--- config.mk ---
export PLATFORM = sky130hd
export DESIGN_NAME = btp_top
export DESIGN_NICKNAME = d
export VERILOG_FILES = /design/src/rtl/btp_pkg.sv /design/src/rtl/btp_ctrl.sv /design/src/rtl/btp_entry.sv /design/src/rtl/btp_top.sv
export SDC_FILE = /design/constraint.sdc
export NUM_CORES = 1
export LEC_CHECK = 0
export ABC_AREA = 1
export BUFFER_PORTS_ARGS = -buffer_cell sky130_fd_sc_hd__buf_2
export CORE_MARGIN = 2
export CORE_UTILIZATION = 46
export DETAILED_ROUTE_END_ITERATION = 8
export PLACE_DENSITY = 0.77
export SYNTH_ARGS = -nofsm -noshare
export SYNTH_HDL_FRONTEND = slang
export SYNTH_HIERARCHICAL = 1
export SYNTH_SLANG_ARGS = --single-unit
--- constraint.sdc ---
create_clock -name clk -period 2 [get_ports clk]
set_input_delay 0.2 -clock clk [delete_from_list [all_inputs] [get_ports clk]]
set_output_delay 0.2 -clock clk [all_outputs]
set_load 0.03 [all_outputs]
--- src/rtl/btp_pkg.sv ---
package btp_pkg;
  // Strobes from control to the entry datapath
  typedef struct packed {
    logic load;   // capture a new branch into the entry
    logic clear;  // drop the entry
  } btpCtl_t;
endpackage

--- src/rtl/btp_ctrl.sv ---
module btp_ctrl
  import btp_pkg::*;
#(
  parameter int ADDR_W = 32
) (
  input  logic              clk,
  input  logic              rstN,
  input  logic              resValid,
  input  logic [ADDR_W-1:0] resAddr,
  input  logic [ADDR_W-1:0] resTarget,
  input  logic              resTaken,
  input  logic              resMispredict,
  input  logic              fenceI,
  input  logic              trap,
  output btpCtl_t           ctl
);
  logic isBackward;
  logic allocReq;
  logic missReq;

  always_comb begin
    isBackward = resTarget < resAddr;
    allocReq   = resValid && resTaken && isBackward;
    missReq    = resValid && !resTaken && resMispredict;
    ctl.clear  = fenceI || trap || missReq;
    ctl.load   = allocReq && !ctl.clear;
  end

  AST_FWD_NO_LOAD: assert property (@(posedge clk) disable iff (!rstN)
    (resValid && resTaken && (resTarget >= resAddr)) |-> !ctl.load);
  AST_STROBE_BLOCKS_LOAD: assert property (@(posedge clk) disable iff (!rstN)
    (fenceI || trap) |-> !ctl.load);
  AST_IDLE_REPORT: assert property (@(posedge clk) disable iff (!rstN)
    (!resValid && !fenceI && !trap) |-> (!ctl.load && !ctl.clear));
endmodule

--- src/rtl/btp_entry.sv ---
module btp_entry
  import btp_pkg::*;
#(
  parameter int ADDR_W = 32
) (
  input  logic              clk,
  input  logic              rstN,
  input  btpCtl_t           ctl,
  input  logic [ADDR_W-1:0] resAddr,
  input  logic [ADDR_W-1:0] resTarget,
  input  logic [ADDR_W-1:0] fetchAddr,
  output logic              predHit,
  output logic [ADDR_W-1:0] predTarget
);
  logic              validQ;
  logic [ADDR_W-1:0] srcQ;
  logic [ADDR_W-1:0] tgtQ;

  always_ff @(posedge clk) begin
    if (!rstN) begin
      validQ <= 1'b0;
      srcQ   <= '0;
      tgtQ   <= '0;
    end else if (ctl.clear) begin
      validQ <= 1'b0;
    end else if (ctl.load) begin
      validQ <= 1'b1;
      srcQ   <= resAddr;
      tgtQ   <= resTarget;
    end
  end

  always_comb begin
    predHit    = validQ && (fetchAddr == srcQ);
    predTarget = predHit ? tgtQ : '0;
  end

  AST_LOAD_FILLS: assert property (@(posedge clk) disable iff (!rstN)
    ctl.load |=> (validQ && srcQ == $past(resAddr) && tgtQ == $past(resTarget)));
  AST_CLEAR_EMPTIES: assert property (@(posedge clk) disable iff (!rstN)
    ctl.clear |=> !predHit);
  AST_IDLE_HOLDS: assert property (@(posedge clk) disable iff (!rstN)
    (!ctl.load && !ctl.clear) |=> ($stable(validQ) && $stable(srcQ) && $stable(tgtQ)));
  AST_MISS_ZERO: assert property (@(posedge clk) disable iff (!rstN)
    !predHit |-> (predTarget == '0));
endmodule

--- src/rtl/btp_top.sv ---
module btp_top
  import btp_pkg::*;
#(
  parameter int ADDR_W = 32
) (
  input  logic              clk,
  input  logic              rstN,
  input  logic [ADDR_W-1:0] fetchAddr,
  input  logic              resValid,
  input  logic [ADDR_W-1:0] resAddr,
  input  logic [ADDR_W-1:0] resTarget,
  input  logic              resTaken,
  input  logic              resMispredict,
  input  logic              fenceI,
  input  logic              trap,
  output logic              predHit,
  output logic [ADDR_W-1:0] predTarget
);
  btpCtl_t ctl;

  btp_ctrl #(.ADDR_W(ADDR_W)) u_ctrl (
    .clk(clk), .rstN(rstN), .resValid(resValid), .resAddr(resAddr),
    .resTarget(resTarget), .resTaken(resTaken), .resMispredict(resMispredict),
    .fenceI(fenceI), .trap(trap), .ctl(ctl)
  );

  btp_entry #(.ADDR_W(ADDR_W)) u_entry (
    .clk(clk), .rstN(rstN), .ctl(ctl), .resAddr(resAddr), .resTarget(resTarget),
    .fetchAddr(fetchAddr), .predHit(predHit), .predTarget(predTarget)
  );

  AST_STROBE_FLUSH: assert property (@(posedge clk) disable iff (!rstN)
    (fenceI || trap) |=> !predHit);
endmodule

# Word-level counts from Yosys, hierarchy flattened
# Index checks and enable logic that the tools add are counted.
# classes
n_mux	1
n_reduce_logical	12
n_lt_le_gt_ge	1
bitwise	2
eq_ne	1
# ops
cell	n
32-bit equality test	1
32-bit < comparator	1
32-bit 2-to-1 mux	1
1-bit logical AND	6
1-bit zero test	2
1-bit logical OR	2
1-bit inverter	2
2-bit AND reduction	1
2-bit OR reduction	1
# word_totals
wordCells	20
inputBits	103
regBits	65

# Logic depth before layout (Yosys ltp)
# Gate-level depths: netlist of the first run.
# depth
ltp_word	7
ltp_mapped	19

# Cells and area by module
# The synthesis of the first run kept the hierarchy.
# modules_own_cells
mod	area_per_inst_um2	cells_per_inst	instances
btp_entry	3158.0	439	1
btp_ctrl	854.6	138	1

# Worst setup path before layout of the first run
# OpenSTA, ideal clock, no wires.
# synth_path
path_kind	in2reg
from	in resAddr[21]
to	reg u_entry.srcQ[27]
t_arrival_ns	1.888
slack_ns	0.042
required_time_ns	1.930
stages	15
path_cell_list	inv_1 > ha_1 > a21oi_1 > nor2_1 > nor2_1 > nand3_1 > a21oi_2 > nand3_1 > nor2_1 > inv_1 > nor2_1 > inv_2 > buf_2 > buf_2 > a21oi_1
# synth_lines
item	line	rtl
start, declared	btp_top.sv:10	input logic [ADDR_W-1:0] resAddr,
end signal, assigned	btp_entry.sv:28	srcQ <= resAddr;
end, declared	btp_entry.sv:16	logic [ADDR_W-1:0] srcQ;

# Worst setup path after layout of the first run
# layout_path
from	reg u_entry.srcQ[1]
to	out predTarget[13]
# layout_between
elab_chain_len	3
# layout_rtl
item	line	rtl
32-bit equality test	btp_entry.sv:34	predHit = validQ && (fetchAddr == srcQ);
1-bit logical AND	btp_entry.sv:34	
32-bit 2-to-1 mux	btp_entry.sv:35	predTarget = predHit ? tgtQ : '0;
end, declared	btp_top.sv:17	output logic [ADDR_W-1:0] predTarget
# No other way between the ends.

==> run_results.csv, run 1 <==
group,metric,value,unit
clock_tree,clk_latency,340,ps
sta,maxSlewViolCount,0,
placed_design,placed_cells,834,
die,fp.dieW,97.4,um
power,p_per_area,512,nW/um2
finish,drive_above_1_share,36.9,%
critical_path,required,1800,ps
route,first_pass_iters,5,
sta,period_share,103,%
sta,fmax,0.484,GHz
die,dieHeight,97.4,um
power,combPwrFrac,15.9,%
placed_design,placed_cell_area,5040,um2
logic_synthesis,ys_warn_count,6,
critical_path,crit_slowest_cell,"dfxtp_1",
logic_synthesis,ys_types,25,
finish,finalNonFillerCells,857,
placed_design,dp_hpwl,8.88,mm
power,total_power,0.00292,W
logic_synthesis,ys_ff_latch,65,
critical_path,startpoint,"u_entry/srcQ[1]",
sta,tightest_slew,729,ps
hold_path,hp-class,"input port to flop",
status,status,"finished, violations left",
global_routing,grt_pass1_wl,18.6,mm
clock_tree,hold_buffers,0,
power,p_int,0.00216,W
route,drt_wl_total,12.6,mm
die,dieArea,9490,um2
power,leakagePower,2.96,nW
global_routing,grt_overflow,0,
flow_run,maxCapViolCount,0,
critical_path,endpoint_kind,"output pin",
critical_path,crit_fanout,17,
logic_synthesis,ys_seq_area_share,32.4,%
clock_tree,htree_levels,3,
clock_tree,cts_tree,"built",
critical_path,crit_type,"flop to output pin",
sta,hold_viol_final,0,
critical_path,path_cells,"inv_1 > nand2_1 > nand2_1 > nor2_2 > nand2_1 > nor2_2 > nand3_4 > buf_12 > nor3_2 > buf_4",
power,seqPwrFrac,44.8,%
logic_synthesis,synth_nets,711,
sta,min_period,2060,ps
logic_synthesis,avgSynthCellArea,6.95,um2
clock_tree,clock_path_buffers,2,
global_routing,antenna_found_initial,1,
critical_path,timing.critical_path.mode_cell,"nand2_1",
hold_path,whs_path_depth,3,
placed_design,numPortBuffers,135,
placed_design,preCtsSetupSlack,-334,ps
critical_path,cpPeakStageDelay,340,ps
finish,final_cell_mix,"buf_2 (102), inv_1 (101), nand2_1 (85), o21ai_0 (62), a21oi_1 (61)",
finish,nFillCells,736,
finish,final_common_cell,"buf_2",
global_routing,grt_pass1_vias,4131,
power,p_sw,0.000762,W
finish,nNetsFinal,878,
status,violations,"setup timing",
die,initial_utilization,46.7,%
sta,slew_headroom,51.4,%
route,post_drt_wl_per_cell,14.8,um
die,core,8590,um2
die,io-pin-count,136,
power,p_clk_share,39.2,%
power,sw_frac_of_total,26.1,%
critical_path,timing.rr.start,"u_entry/validQ",
logic_synthesis,syn_inst,577,
critical_path,worstSetupStartpointType,"flop",
logic_synthesis,syn_area,4010,um2
sta,setup_ws,-64.7,ps
clock_tree,path_clk_slew,70,ps
sta,clock-skew-final,0,ps
global_routing,grt_max_degree,60,
route,drtAntennaViolNets,0,
global_routing,grtUsageTotal,24.1,%
logic_synthesis,synth_top_area_share,32.4,%
route,drt_iter0_markers,170,
clock_tree,cts-root-buf,"clkbuf_8",
power,ir_drop,281,uV
finish,finalInstanceArea,5710,um2
critical_path,reg2reg_slack,1320,ps
clock_tree,cts_buffers,9,
placed_design,routabilityCongestion,0.908,
die,num_rows,34,
critical_path,arrival,1860,ps
critical_path,crit_end,"predTarget[13]",
sta,rsz0062_at_grt,"true",
critical_path,worstReg2RegEnd,"u_entry/validQ",
route,viasPerCell,5.00,
critical_path,r2r_cells,2,
logic_synthesis,yosys.area.top_type,"dfxtp_1",
sta,hold_ws,123,ps
logic_synthesis,synthTopCellsByArea,"dfxtp_1 (32%), inv_1 (9.8%), ha_1 (9.7%)",
sta,setup_viol,29,
clock_tree,clock_sinks,65,
route,vias,4288,
finish,syn_to_final_growth,42.2,%
route,drc_errors,0,
[cell families (layout without fill, tap and decap cells)]
family / Yosys count / count (layout) / share of synthesized area (%)
AND/OR/NAND/NOR: 191 / 191 / 23.7
AO/OA/AOI/OAI: 141 / 141 / 18.2
buffers and inverters: 139 / 310 / 13.8
flip-flops: 65 / 65 / 32.4
adder cells (fa/ha/maj): 31 / 31 / 9.67
XOR/XNOR: 10 / 10 / 2.18
other: 0 / 1 / 0
[synth_stat cells]
cell      number
a311o_1        1
o21ai_1        3
nand3_1        4
xnor2_1        9
nand2_2        3
clkbuf_1      14
buf_6          3
inv_1        105
xor2_1         1
a21oi_1       62
ha_1          31
nor2_1        54
inv_2          8
nand2_1       88
dfxtp_1       65
nor2_2         3
nor3_2        30
nand4_1        2
buf_2          9
or2_2          1
nor3_1         4
o21ai_0       69
o21a_1         2
nand3_2        2
a21oi_2        4
[sequential cells by signal (all words and copies together), names as in the netlist]
register        flops
u_entry/srcQ       32
u_entry/tgtQ       32
u_entry/validQ      1
[metrics by stage]
step           setup TNS [ps]  util [%]
2_1_floorplan               0         -
3_3_place_gp            -9680      58.7
3_5_place_dp           -11840      58.7
4_1_cts                  -186      61.9
5_1_grt                 -4100      66.4
6_report                 -897      66.4
[how the worst min path moves through the flow]
stage	start	endpoint
after CTS	resAddr[24]	u_entry/srcQ[24]
after global placement	u_entry/tgtQ[0]	u_entry/tgtQ[0]
after global routing	resAddr[24]	u_entry/srcQ[24]
after detailed placement	u_entry/tgtQ[0]	u_entry/tgtQ[0]
final	resAddr[24]	u_entry/srcQ[24]
after floorplan	resAddr[0]	u_entry/srcQ[0]
[critical path, delay by kind of cell (launching register included)]
family / cells / cell delay (ps)
and+or+nand+nor: 7 / 720
DFF: 1 / 340
buffers and inverters: 3 / 450
[power by group through the flow]
| stage | Sequential (W) | Clock (W) | Combinational (W) |
|---|---|---|---|
| 2_1_floorplan | 0.00134 | 0 | 0.000218 |
| 4_1_cts | 0.00131 | 0.00116 | 0.000448 |
| 3_5_place_dp | 0.00134 | 0 | 0.000445 |
| 6_report | 0.00131 | 0.00114 | 0.000465 |
| 3_3_place_gp | 0.00134 | 0 | 0.000432 |
| 5_1_grt | 0.00131 | 0.00121 | 0.000522 |
[per-layer routing]
| layer | wire length (um) | GRT usage (%) |
|---|---|---|
| met2 | 6110 | 42.3 |
| met5 | 0 | 0 |
| met3 | 905 | 5.47 |
| met1 | 5340 | 28.7 |
| met4 | 287 | 8.76 |
[cell type report]
cell class | count | area (um2) | area share (%)
multi-input combinational | 373 | 2320 | 40.6
clock inverter | 3 | 40.0 | 0.702
inverter | 113 | 427 | 7.48
sequential | 65 | 1320 | 23.1
timing repair buffer | 182 | 1310 | 23.0
antenna | 1 | 2.50 | 0.0439
clock buffer | 12 | 155 | 2.72
tap | 108 | 135 | 2.37
[what timing repair did]
action,4_1_cts,5_1_grt
cloned,0,6
gates resized for setup,31,81
endpoints found under the hold margin,0,0
setup endpoints to repair,30,84
setup buffers,0,1
pin swaps,0,1
No activity file was read; power rests on OpenSTA's default activity.
==> run 2, diff against run 1 <==
--- a/config.mk
+++ b/config.mk
@@ -11,6 +11,8 @@
 export CORE_UTILIZATION = 46
 export DETAILED_ROUTE_END_ITERATION = 8
 export PLACE_DENSITY = 0.77
+export RECOVER_POWER = 25
+export SLEW_MARGIN = 30
 export SYNTH_ARGS = -nofsm -noshare
 export SYNTH_HDL_FRONTEND = slang
 export SYNTH_HIERARCHICAL = 1
==> run_results.csv, run 2 (synthesis gave the netlist of run 1 again) <==
group,metric,value,unit
global_routing,grt_pass1_wl,18.6,mm
finish,finalNonFillerCells,857,
sta,period_share,103,%
placed_design,placed_cell_area,5040,um2
die,num_rows,34,
clock_tree,cts-root-buf,"clkbuf_8",
sta,setup_viol,29,
sta,min_period,2070,ps
finish,ff_latch_area,1320,um2
finish,finalInstanceArea,5700,um2
power,p_per_area,512,nW/um2
route,drc_errors,0,
finish,drive_above_1_share,36.6,%
finish,reg_top3,"u_entry/srcQ x32, u_entry/tgtQ x32, u_entry/validQ x1",
status,status,"finished, violations left",
die,core,8590,um2
global_routing,grt_max_degree,60,
status,violations,"setup timing",
critical_path,crit_slowest_cell,"dfxtp_1",
finish,final_cell_mix,"buf_2 (102), inv_1 (101), nand2_1 (85), o21ai_0 (62), a21oi_1 (61)",
die,initial_utilization,46.7,%
finish,nFillCells,737,
finish,nNetsFinal,878,
sta,slew_headroom,51.9,%
sta,fmax,0.484,GHz
clock_tree,hold_buffers,0,
finish,final_common_cell,"buf_2",
sta,rsz0062_at_grt,"true",
die,io-pin-count,136,
route,viasPerCell,5.01,
die,fp.dieW,97.4,um
sta,hold_viol_final,0,
global_routing,grt.met1_usage,28.7,%
power,ir_drop,281,uV
route,first_pass_iters,4,
critical_path,crit_fanout,17,
route,vias,4295,
global_routing,antenna_found_initial,1,
critical_path,cp_num_buf_inv,3,
critical_path,crit_type,"flop to output pin",
critical_path,cpPeakStageDelay,340,ps
finish,syn_to_final_growth,41.9,%
global_routing,grtUsageTotal,24.1,%
route,drtAntennaViolNets,0,
finish,multi_input_area,2310,um2
global_routing,grt_busiest_layer,"met2",
finish,final_util,66.3,%
clock_tree,clk_latency,340,ps
sta,maxSlewViolCount,0,
critical_path,critPathTopFamily,"simple AND/OR/NAND/NOR gates",
critical_path,path_cells,"inv_1 > nand2_1 > nand2_1 > nor2_2 > nand2_1 > nor2_2 > nand3_4 > buf_12 > nor3_2 > buf_4",
global_routing,grt_pass1_vias,4131,
critical_path,required,1800,ps
hold_path,hp-class,"input port to flop",
global_routing,met2_usage,42.3,%
critical_path,worstSetupStartpointType,"flop",
clock_tree,clock_path_buffers,2,
route,drt_wl_total,12.7,mm
clock_tree,htree_levels,3,
placed_design,dp_hpwl,8.88,mm
critical_path,timing.critical_path.mode_cell,"nand2_1",
placed_design,preCtsSetupSlack,-334,ps
die,dieHeight,97.4,um
clock_tree,cts_tree,"built",
power,total_power,0.00292,W
placed_design,placed_cells,834,
clock_tree,path_clk_slew,70,ps
global_routing,grt_overflow,0,
power,leakagePower,2.96,nW
route,post_drt_wl_per_cell,14.8,um
sta,setup_ws,-67.9,ps
placed_design,numPortBuffers,135,
die,dieArea,9490,um2
critical_path,arrival,1870,ps
flow_run,maxCapViolCount,0,
critical_path,endpoint_kind,"output pin",
route,drt_iter0_markers,174,
sta,tightest_slew,721,ps
clock_tree,clock_sinks,65,
clock_tree,cts_buffers,9,
global_routing,globalRouteMet3Util,5.47,%
sta,clock-skew-final,0,ps
placed_design,routabilityCongestion,0.908,
[run 2: cell counts in the layout (fill, tap and decap cells not counted)]
No cell type changed its count.
[run 2: tightest hold or removal path, delay by kind of cell]
kind                   cells  cell delay [ps]
buffers and inverters      1              100
AND/OR/NAND/NOR            2              140
[run 2: layer usage]
metal,vias up,wire length [um],part of all wire (%)
li1,2169,-,-
met1,1940,5320,42
met2,164,6150,49
met3,22,901,7.1
met4,0,291,2.3
met5,-,0,0
[run 2: per-stage QoR]
| stage | TNS (ps) | hold WS, ps |
|---|---|---|
| after floorplan | 0 | 335 |
| after global placement | -9680 | 442 |
| after detailed placement | -11840 | 452 |
| after CTS | -186 | 118 |
| after global routing | -10740 | 154 |
| final | -966 | 124 |
[run 2: final cells by class]
type                    instances  share of cell area [%]
multi-input cells             373                    40.5
flip-flops and latches         65                    23.1
repair buffers                182                    23.0
inverters                     113                    7.49
clock buffers                  12                    2.72
well taps                     108                    2.37
clock inverters                 3                   0.703
diodes                          1                  0.0439
[run 2: worst paths after layout]
kind                     from  slack [ps]  cells past startpoint                to
max reg2reg   u_entry/srcQ[6]        1320                      3   u_entry/srcQ[6]
min               resAddr[24]         120                      3  u_entry/srcQ[24]
max           u_entry/srcQ[1]         -70                     10    predTarget[13]
min reg2reg  u_entry/srcQ[25]         450                      2  u_entry/srcQ[25]
[run 2: report_power, final]
part / internal (W) / switching [W] / total [W]
registers: 0.00130 / 0.00000481 / 0.00131
clock network: 0.000634 / 0.000511 / 0.00114
logic: 0.000219 / 0.000245 / 0.000464
total: 0.00216 / 0.000761 / 0.00292
[run 2: timing repair]
| item | CTS | global route |
|---|---|---|
| cloned | 0 | 6 |
| endpoints found under the setup margin | 30 | 84 |
| buffers inserted | 0 | 1 |
| pin swaps | 0 | 1 |
| gates resized for setup | 31 | 81 |
==> run 3, diff against run 2 <==
--- a/config.mk
+++ b/config.mk
@@ -6,11 +6,11 @@
 export NUM_CORES = 1
 export LEC_CHECK = 0
 export ABC_AREA = 1
-export BUFFER_PORTS_ARGS = -buffer_cell sky130_fd_sc_hd__buf_2
 export CORE_MARGIN = 2
-export CORE_UTILIZATION = 46
+export CORE_UTILIZATION = 52
 export DETAILED_ROUTE_END_ITERATION = 8
-export PLACE_DENSITY = 0.77
+export DONT_BUFFER_PORTS = 1
+export PLACE_DENSITY = 0.7
 export RECOVER_POWER = 25
 export SLEW_MARGIN = 30
 export SYNTH_ARGS = -nofsm -noshare
==> run_results.csv, run 3 (synthesis gave the netlist of run 1 again) <==
group,metric,value,unit
die,initial_utilization,52.7,%
route,post_drt_wl_per_cell,15.6,um
route,first_pass_iters,4,
sta,period_share,103,%
global_routing,grt_max_degree,50,
global_routing,grt_busiest_layer,"met2",
hold_path,min_from,"resAddr[13]",
hold_path,whs_path_depth,2,
sta,rsz0062_at_grt,"true",
die,dieHeight,91.8,um
finish,antenna_cells,0,
die,dieArea,8440,um2
clock_tree,post_cts_buffers,0,
clock_tree,path_clk_slew,70,ps
route,vias,3793,
sta,setup_ws,-51.1,ps
finish,final_common_cell,"inv_1",
sta,tightest_slew,305,ps
clock_tree,cts_buffers,9,
sta,clock-skew-final,0,ps
critical_path,arrival,1850,ps
global_routing,met2_usage,47.7,%
route,drt_wl_total,11.5,mm
sta,min_period,2050,ps
placed_design,placed_cells,704,
clock_tree,clock_sinks,65,
critical_path,r2r_cells,2,
global_routing,grt_pass1_wl,17.9,mm
global_routing,grt_pass1_vias,3862,
clock_tree,htree_levels,3,
power,p_per_area,604,nW/um2
critical_path,crit_type,"flop to output pin",
finish,syn_to_final_growth,23.4,%
clock_tree,clk_latency,350,ps
sta,slew_headroom,79.4,%
die,num_rows,32,
finish,drive_above_1_share,21.4,%
global_routing,globalRouteMet3Util,11.2,%
global_routing,antenna_found_initial,0,
route,drtAntennaViolNets,0,
critical_path,required,1800,ps
route,drc_errors,0,
global_routing,grtUsageTotal,27.1,%
route,drt_iter0_markers,201,
status,status,"finished, violations left",
critical_path,reg2reg_slack,1300,ps
global_routing,grt.met1_usage,29.7,%
status,violations,"setup timing",
clock_tree,clock_path_buffers,2,
placed_design,placed_cell_area,4430,um2
finish,reg_top3,"u_entry/srcQ x32, u_entry/tgtQ x32, u_entry/validQ x1",
sta,maxSlewViolCount,0,
critical_path,endpoint_kind,"output pin",
critical_path,crit_fanout,8,
clock_tree,cts-root-buf,"clkbuf_8",
route,viasPerCell,5.15,
finish,final_cell_mix,"inv_1 (104), nand2_1 (88), o21ai_0 (66), a21oi_1 (63), dfxtp_1 (55)",
sta,setup_viol,24,
hold_path,hp-class,"input port to flop",
sta,hold_viol_final,0,
critical_path,worstReg2RegEnd,"u_entry/srcQ[15]",
critical_path,worstSetupStartpointType,"flop",
critical_path,timing.rr.start,"u_entry/srcQ[15]",
power,leakagePower,2.27,nW
power,total_power,0.00299,W
power,ir_drop,525,uV
finish,nNetsFinal,764,
die,core,7610,um2
hold_path,holdPathEnd,"u_entry/srcQ[13]",
global_routing,grt_overflow,0,
clock_tree,cts_tree,"built",
placed_design,numPortBuffers,0,
placed_design,dp_hpwl,8.24,mm
sta,fmax,0.488,GHz
finish,final_util,65.1,%
die,io-pin-count,136,
die,fp.dieW,91.8,um
finish,finalInstanceArea,4950,um2
placed_design,routabilityCongestion,0.881,
finish,finalNonFillerCells,737,
flow_run,maxCapViolCount,0,
[run 3: worst max-delay path by stage]
stage / start / end / slack [ps] / cells after the start
2_1_floorplan: resAddr[21] / u_entry/srcQ[27] / 40 / 15
3_3_place_gp: resAddr[11] / u_entry/srcQ[23] / -170 / 15
3_5_place_dp: resAddr[11] / u_entry/tgtQ[13] / -210 / 15
4_1_cts: u_entry/srcQ[18] / predTarget[31] / -2 / 10
5_1_grt: u_entry/srcQ[19] / predTarget[18] / -150 / 10
6_report: u_entry/srcQ[19] / predTarget[31] / -50 / 10
[run 3: stage by stage]
| step | setup TNS (ps) | hold WS [ps] | worst slack [ps] |
|---|---|---|---|
| after CTS | -3.36 | 2.85 | -1.57 |
| after detailed placement | -8830 | 348 | -209 |
| after global placement | -6780 | 344 | -171 |
| after global routing | -6120 | 14.8 | -154 |
| after floorplan | 0 | 335 | 41.8 |
| final | -482 | 14.9 | -51.1 |
[run 3: cell type report]
cell class	count	area (um2)
Timing Repair Buffer	68	624
Inverter	113	424
Multi-Input combinational cell	373	2220
Clock buffer	11	141
Fill cell	657	2660
Clock inverter	5	103
Tap cell	102	128
Sequential cell	65	1310
[run 3: where the power goes]
group | internal, W | switching (W) | total (W) | leakage [nW]
Combinational | 0.000138 | 0.000167 | 0.000305 | 1.63
Clock | 0.000860 | 0.000516 | 0.00138 | 0.120
Sequential | 0.00130 | 0.00000466 | 0.00131 | 0.529
[run 3: worst max-delay path, stage by stage (launching register included)]
cell and delay, ps:
dfxtp_2 350, inv_2 50, nand2_2 40, nand2_1 50
nor2_1 120, nand2_1 90, nor2_2 150, nand3_4 140
clkbuf_16 210, nor3_2 120, buf_4 190
[run 3: timing repair]
item                                    4_1_cts  5_1_grt
hold buffers                                 14        1
pin swaps                                     0        0
resized for setup                             5       30
cloned                                        0        2
endpoints found under the setup margin       32       83
endpoints found under the hold margin        51        1
[run 3: layer usage]
metal / wire length (um) / share of wire [%] / vias up
met2: 5680 / 49 / 125
met3: 1180 / 10 / 14
met1: 4460 / 39 / 1722
li1: - / - / 1932
met4: 197 / 1.7 / 0
met5: 0 / 0 / -
